`src/rtl/clim_pkg.sv`:
```
package clim_pkg;

    // Events derived from the pulse level each cycle
    typedef struct packed {
        logic rise;         // first cycle of a new pulse
        logic live;         // pulse running and not yet terminated
        logic natural_end;  // pulse dropped by the steering logic, not by a trip
    } pulse_ev_t;

    // Trip causes in the current cycle
    typedef struct packed {
        logic oc;   // unblanked overcurrent
        logic pwm;  // ramp crossing or zero-duty request
    } trip_t;

    typedef enum logic {
        NODES_OPEN    = 1'b0,
        NODES_SHORTED = 1'b1
    } node_state_e;

    // Counter preload so that a length of N spans N cycles (0 and 1 both give one cycle)
    function automatic int unsigned span_load(int unsigned len);
        return (len == 0) ? 0 : len - 1;
    endfunction

endpackage

```
`src/rtl/clim_pulse_track.sv`:
```
module clim_pulse_track
    import clim_pkg::*;
(
    input  logic      clk,
    input  logic      rst,
    input  logic      pulse_on,
    input  logic      trip,
    output pulse_ev_t ev
);

    logic on_q;
    logic done_q;

    always_ff @(posedge clk) begin
        if (rst) begin
            on_q   <= 1'b0;
            done_q <= 1'b0;
        end else begin
            on_q <= pulse_on;
            if (trip)
                done_q <= 1'b1;
            else if (pulse_on && !on_q)
                done_q <= 1'b0;
        end
    end

    always_comb begin
        ev.rise        = pulse_on & ~on_q;
        ev.live        = pulse_on & (ev.rise | ~done_q);
        ev.natural_end = on_q & ~pulse_on & ~done_q;
    end

    AST_NO_LIVE_AFTER_TRIP: assert property (@(posedge clk) disable iff (rst)
        trip |=> (!ev.live || ev.rise));

endmodule

```
`src/rtl/clim_blank.sv`:
```
module clim_blank
    import clim_pkg::*;
#(
    parameter int CNT_W = 8
) (
    input  logic             clk,
    input  logic             rst,
    input  logic             rise,
    input  logic [CNT_W-1:0] blank_len,
    output logic             blank_act
);

    logic [CNT_W-1:0] cnt_q;

    always_comb
        blank_act = (rise && blank_len != '0) || (cnt_q != '0);

    always_ff @(posedge clk) begin
        if (rst)
            cnt_q <= '0;
        else if (rise)
            cnt_q <= CNT_W'(span_load(32'(blank_len)));
        else if (cnt_q != '0)
            cnt_q <= cnt_q - 1'b1;
    end

    AST_BLANK_SPANS: assert property (@(posedge clk) disable iff (rst)
        (rise && blank_len > CNT_W'(1)) |=> blank_act);

endmodule

```
`src/rtl/clim_trip.sv`:
```
module clim_trip
    import clim_pkg::*;
(
    input  logic clk,
    input  logic rst,
    input  logic live,
    input  logic blank_act,
    input  logic oc_flag,
    input  logic ramp_trip,
    input  logic err_low,
    input  logic oc_clr,
    output logic trip,
    output logic end_pulse,
    output logic oc_seen
);

    trip_t tr;

    always_comb begin
        tr.oc  = live & oc_flag & ~blank_act;
        tr.pwm = live & (ramp_trip | err_low);
        trip   = tr.oc | tr.pwm;
    end

    always_ff @(posedge clk) begin
        if (rst) begin
            end_pulse <= 1'b0;
            oc_seen   <= 1'b0;
        end else begin
            end_pulse <= trip;
            if (tr.oc)
                oc_seen <= 1'b1;
            else if (oc_clr)
                oc_seen <= 1'b0;
        end
    end

    AST_BLANK_MASKS: assert property (@(posedge clk) disable iff (rst)
        (blank_act && !ramp_trip && !err_low) |=> !end_pulse);
    AST_OC_ENDS: assert property (@(posedge clk) disable iff (rst)
        (live && oc_flag && !blank_act) |=> end_pulse);
    AST_RAMP_ENDS: assert property (@(posedge clk) disable iff (rst)
        (live && ramp_trip) |=> end_pulse);
    AST_ZERO_DUTY: assert property (@(posedge clk) disable iff (rst)
        (live && err_low) |=> end_pulse);
    AST_STICKY: assert property (@(posedge clk) disable iff (rst)
        (oc_seen && !oc_clr) |=> oc_seen);
    AST_ONE_STROBE: assert property (@(posedge clk) disable iff (rst)
        end_pulse |=> !end_pulse);

endmodule

```
`src/rtl/clim_discharge.sv`:
```
module clim_discharge
    import clim_pkg::*;
#(
    parameter int CNT_W = 8
) (
    input  logic             clk,
    input  logic             rst,
    input  logic             end_evt,
    input  logic             rise,
    input  logic [CNT_W-1:0] hold_len,
    output logic             node_reset
);

    node_state_e      st_q;
    logic [CNT_W-1:0] hold_q;
    logic             pend_q;

    always_ff @(posedge clk) begin
        if (rst) begin
            st_q   <= NODES_SHORTED;
            hold_q <= '0;
            pend_q <= 1'b0;
        end else if (end_evt) begin
            st_q   <= NODES_SHORTED;
            hold_q <= CNT_W'(span_load(32'(hold_len)));
            pend_q <= 1'b0;
        end else if (st_q == NODES_SHORTED) begin
            if (hold_q == '0 && (pend_q || rise)) begin
                st_q   <= NODES_OPEN;
                pend_q <= 1'b0;
            end else begin
                if (hold_q != '0)
                    hold_q <= hold_q - 1'b1;
                if (rise)
                    pend_q <= 1'b1;
            end
        end
    end

    always_comb node_reset = (st_q == NODES_SHORTED);

    AST_END_SHORTS: assert property (@(posedge clk) disable iff (rst)
        end_evt |=> node_reset);
    AST_OPEN_NEEDS_START: assert property (@(posedge clk) disable iff (rst)
        $fell(node_reset) |-> $past(rise || pend_q));
    AST_HOLD_KEEPS: assert property (@(posedge clk) disable iff (rst)
        (node_reset && hold_q != '0) |=> node_reset);

endmodule

```
`src/rtl/pulse_limit.sv`:
```
module pulse_limit
    import clim_pkg::*;
#(
    parameter int CNT_W = 8
) (
    input  logic             clk,
    input  logic             rst,
    input  logic             pulse_on,
    input  logic             oc_flag,
    input  logic             ramp_trip,
    input  logic             err_low,
    input  logic [CNT_W-1:0] blank_len,
    input  logic [CNT_W-1:0] hold_len,
    input  logic             oc_clr,
    output logic             end_pulse,
    output logic             node_reset,
    output logic             oc_seen
);

    pulse_ev_t ev;
    logic      trip;
    logic      blank_act;
    logic      end_evt;

    clim_pulse_track u_track (
        .clk      (clk),
        .rst      (rst),
        .pulse_on (pulse_on),
        .trip     (trip),
        .ev       (ev)
    );

    clim_blank #(.CNT_W(CNT_W)) u_blank (
        .clk       (clk),
        .rst       (rst),
        .rise      (ev.rise),
        .blank_len (blank_len),
        .blank_act (blank_act)
    );

    clim_trip u_trip (
        .clk       (clk),
        .rst       (rst),
        .live      (ev.live),
        .blank_act (blank_act),
        .oc_flag   (oc_flag),
        .ramp_trip (ramp_trip),
        .err_low   (err_low),
        .oc_clr    (oc_clr),
        .trip      (trip),
        .end_pulse (end_pulse),
        .oc_seen   (oc_seen)
    );

    always_comb end_evt = trip | ev.natural_end;

    clim_discharge #(.CNT_W(CNT_W)) u_dis (
        .clk        (clk),
        .rst        (rst),
        .end_evt    (end_evt),
        .rise       (ev.rise),
        .hold_len   (hold_len),
        .node_reset (node_reset)
    );

    AST_STROBE_SHORTS: assert property (@(posedge clk) disable iff (rst)
        end_pulse |-> node_reset);

endmodule

```
`config.mk`:
```
export PLATFORM = sky130hd
export DESIGN_NAME = pulse_limit
export DESIGN_NICKNAME = d
export VERILOG_FILES = /design/src/rtl/clim_pkg.sv /design/src/rtl/clim_pulse_track.sv /design/src/rtl/clim_blank.sv /design/src/rtl/clim_trip.sv /design/src/rtl/clim_discharge.sv /design/src/rtl/pulse_limit.sv
export SDC_FILE = /design/constraint.sdc
export NUM_CORES = 1
export LEC_CHECK = 0
export CAP_MARGIN = 20
export CORE_ASPECT_RATIO = 0.9
export CORE_MARGIN = 2
export CORE_UTILIZATION = 47
export CTS_CLUSTER_SIZE = 14
export DETAILED_ROUTE_END_ITERATION = 10
export PLACE_DENSITY = 0.81
export RECOVER_POWER = 50
export SLEW_MARGIN = 15
export SYNTH_ARGS = -nofsm -noshare
export SYNTH_HDL_FRONTEND = slang
export SYNTH_SLANG_ARGS = --single-unit
```
`constraint.sdc`:
```
create_clock -name clk -period 1.8 [get_ports clk]
set_input_delay 0.18 -clock clk [delete_from_list [all_inputs] [get_ports clk]]
set_output_delay 0.18 -clock clk [all_outputs]
set_load 0.005 [all_outputs]
```
==> metrics.yaml <==
ff2ff_setup_slack_ns: 0.05
cts_buffers: 3
nets: 288
ctsHtreeMaxLevel: 1
drtAntennaViolNets: 0
grt.overflow.total: 0
endpoint_kind: "register"
cp_data_required_time_ns: 2.04
drv_cap: 0
r2r_cells: 8
synth_seq_area_share_pct: 29.0
clk_path_buf_depth: 2
synthCells: 193
rr_endpoint: "u_dis.hold_q[4]"
final_util_pct: 73.6
dp_hpwl_um: 2870
synth_edf_count: 0
fill_cells: 219
clock_latency_ns: 0.31
tns_ns: 0
cts_tree: "done"
ir_drop_mv: 0.563
grt_start_max_net_pins: 14
start_util_pct: 49.6
drt_iter0_markers: 71
routed_wl_um: 3930
drt-pass1-iter-count: 4
start_kind: "primary input"
p_per_area_nw_per_um2: 911
antenna_found_initial: 0
synthToLayoutAreaGrowth_pct: 48.5
drc: 0
startpoint: "hold_len[4]"
die_w_um: 64.0
routabilityCongestion: 0.828
hp-class: "primary input to register"
timing.final.crit_share_pct: 98.1
groute.usage.overall_pct: 20.2
outcome: "finished clean"
hold_viol_final: 0
synth_common_cells: "nor2_1, dfxtp_1, a21oi_1"
pin_count: 26
synth_top_area_share_pct: 29.0
yosysTopAreaCell: "dfxtp_1"
finalSetupViolCount: 0
avgSynthCellArea_um2: 7.88
min_path_cells: 5
synth-warning-count: 0
cts-root-buf: "clkbuf_4"
worst_pin_slew_ns: 0.462
viasPerCell: 5.35
syn-cell-area_um2: 1520
async_flop_share_pct: 0
skew_ns: 0.00657
synth_flop_cell: "dfxtp_1"
vias: 1599
path_class: "primary input to register"
cts_sinks: 22
core_area_um2: 3070
grt_pass1_wl_um: 5950
synth_nets: 223
max_freq_ghz: 0.567
drv_slew: 0
rows: 19
crit_path_end: "u_dis.hold_q[7]"
synth-seq-cells: 22
synth_most_common_cell: "nor2_1"
max_slew_margin_pct: 68.7
regToRegStartpoint: "u_dis.hold_q[0]"
clk_pin_slew_ns: 0.13
port_buffers: 25
arrival_ns: 2.00
wl_per_cell_um: 13.1
die_area_um2: 3710
finalCriticalPeriod_ns: 1.76
ys_types: 42
critPathMaxFanout: 2
die_y_um: 58.0
drive_gt1_share_pct: 26.8
synth.area.top_cells: "dfxtp_1, nor2_1, xnor2_1, ha_1, a21oi_1"
power.leakage_nw: 0.971
antenna_cells: 0
grt_pass1_vias: 1409
[worst max-delay path: stages]
cell,delay [ns]
clkdlybuf4s50_1,0.44
or4_4,0.55
or4_4,0.44
nor3_2,0.13
a21oi_1,0.08
a211oi_2,0.17
[per-stage QoR]
step | area (um^2) | power [mW] | setup WS [ns] | hold WS (ns) | instances
CTS | 2160 | 1.96 | 0.00976 | 0.477 | 298
global route | 2260 | 2.19 | -0.0489 | 0.321 | 299
global placement | 2090 | 1.55 | -0.364 | 0.461 | 293
finish | 2260 | 2.06 | 0.0350 | 0.308 | 299
detailed placement | 2090 | 1.57 | -0.409 | 0.464 | 293
floorplan | 1520 | 1.24 | 0.00342 | 0.308 | 193
[flip-flops by register name, summed over array words and instances, names as in the netlist]
| signal | flops |
|---|---|
| u_track.done_q | 1 |
| u_track.on_q | 1 |
| u_blank.cnt_q | 8 |
| u_dis.node_reset | 1 |
| u_dis.hold_q | 8 |
| u_dis.pend_q | 1 |
| u_trip.oc_seen | 1 |
| u_trip.end_pulse | 1 |
[how the worst min path moves through the flow]
stage / start / end
after floorplan: pulse_on / u_track.on_q
after global placement: u_track.done_q / u_track.done_q
after detailed placement: u_track.done_q / u_track.done_q
after CTS: oc_clr / u_trip.oc_seen
after global routing: blank_len[6] / u_blank.cnt_q[6]
final: blank_len[6] / u_blank.cnt_q[6]
[layout by cell type, fill, tap and decap left out, types with 2 or more instances in the layout]
cell type,count
dlymetal6s2s_1,3
dlygate4sd3_1,3
nor3_1,8
a21oi_1,17
or4_1,2
inv_2,3
dfxtp_2,3
a21o_1,3
xnor2_1,11
o21a_1,2
or4_4,4
nand3_1,2
a211oi_1,2
nor2b_1,4
a211oi_2,2
buf_4,38
clkdlybuf4s50_1,18
clkbuf_4,3
inv_1,9
dfxtp_1,19
o21ai_0,7
ha_1,5
nor3b_1,4
a22oi_1,3
nor2_1,27
nand2b_1,5
xor2_1,4
nor4_1,4
nand2_1,11
mux2i_1,3
[layout make-up]
cell class                 instances  area (um^2)  share of cell area [%]
clock buffer                       3         22.5                   0.998
clock inverter                     1         30.0                    1.33
inverter                          12         45.0                    2.00
multi-input combinational        154         1080                    47.7
sequential                        22          444                    19.7
tap                               42         52.6                    2.33
timing repair buffer              65          587                    26.0
[routing by layer]
metal	wire, um	up-vias	share of wire (%)	track usage [%]
li1	-	817	-	-
met1	1780	722	45	27.1
met4	36	0	0.92	5.59
met2	1930	54	49	34.2
met5	0	-	0	0
met3	182	6	4.6	2.91
[power breakdown]
part	leakage [nW]	internal (mW)	switching, mW
combinational	0.761	0.530	0.470
clock	0.0279	0.225	0.156
sequential	0.183	0.584	0.0926
total	0.971	1.34	0.718
[timing repair]
| action | 4_1_cts | 5_1_grt |
|---|---|---|
| setup endpoints to repair | 11 | 10 |
| gates cloned | 0 | 1 |
| setup buffers | 1 | 0 |
| resized for setup | 4 | 21 |
| pin swaps | 1 | 6 |
| hold buffers | 0 | 0 |
[cells by family after synthesis]
group,share of synthesized area (%)
AOI/OAI and AO/OA,21.6
xor gates and xnor gates,8.64
adders and majority gates,5.76
buffers and inverters,4.69
DFF,29.0
muxes,2.72
and+or+nand+nor,27.6
Power figures use the tool's default switching activity.
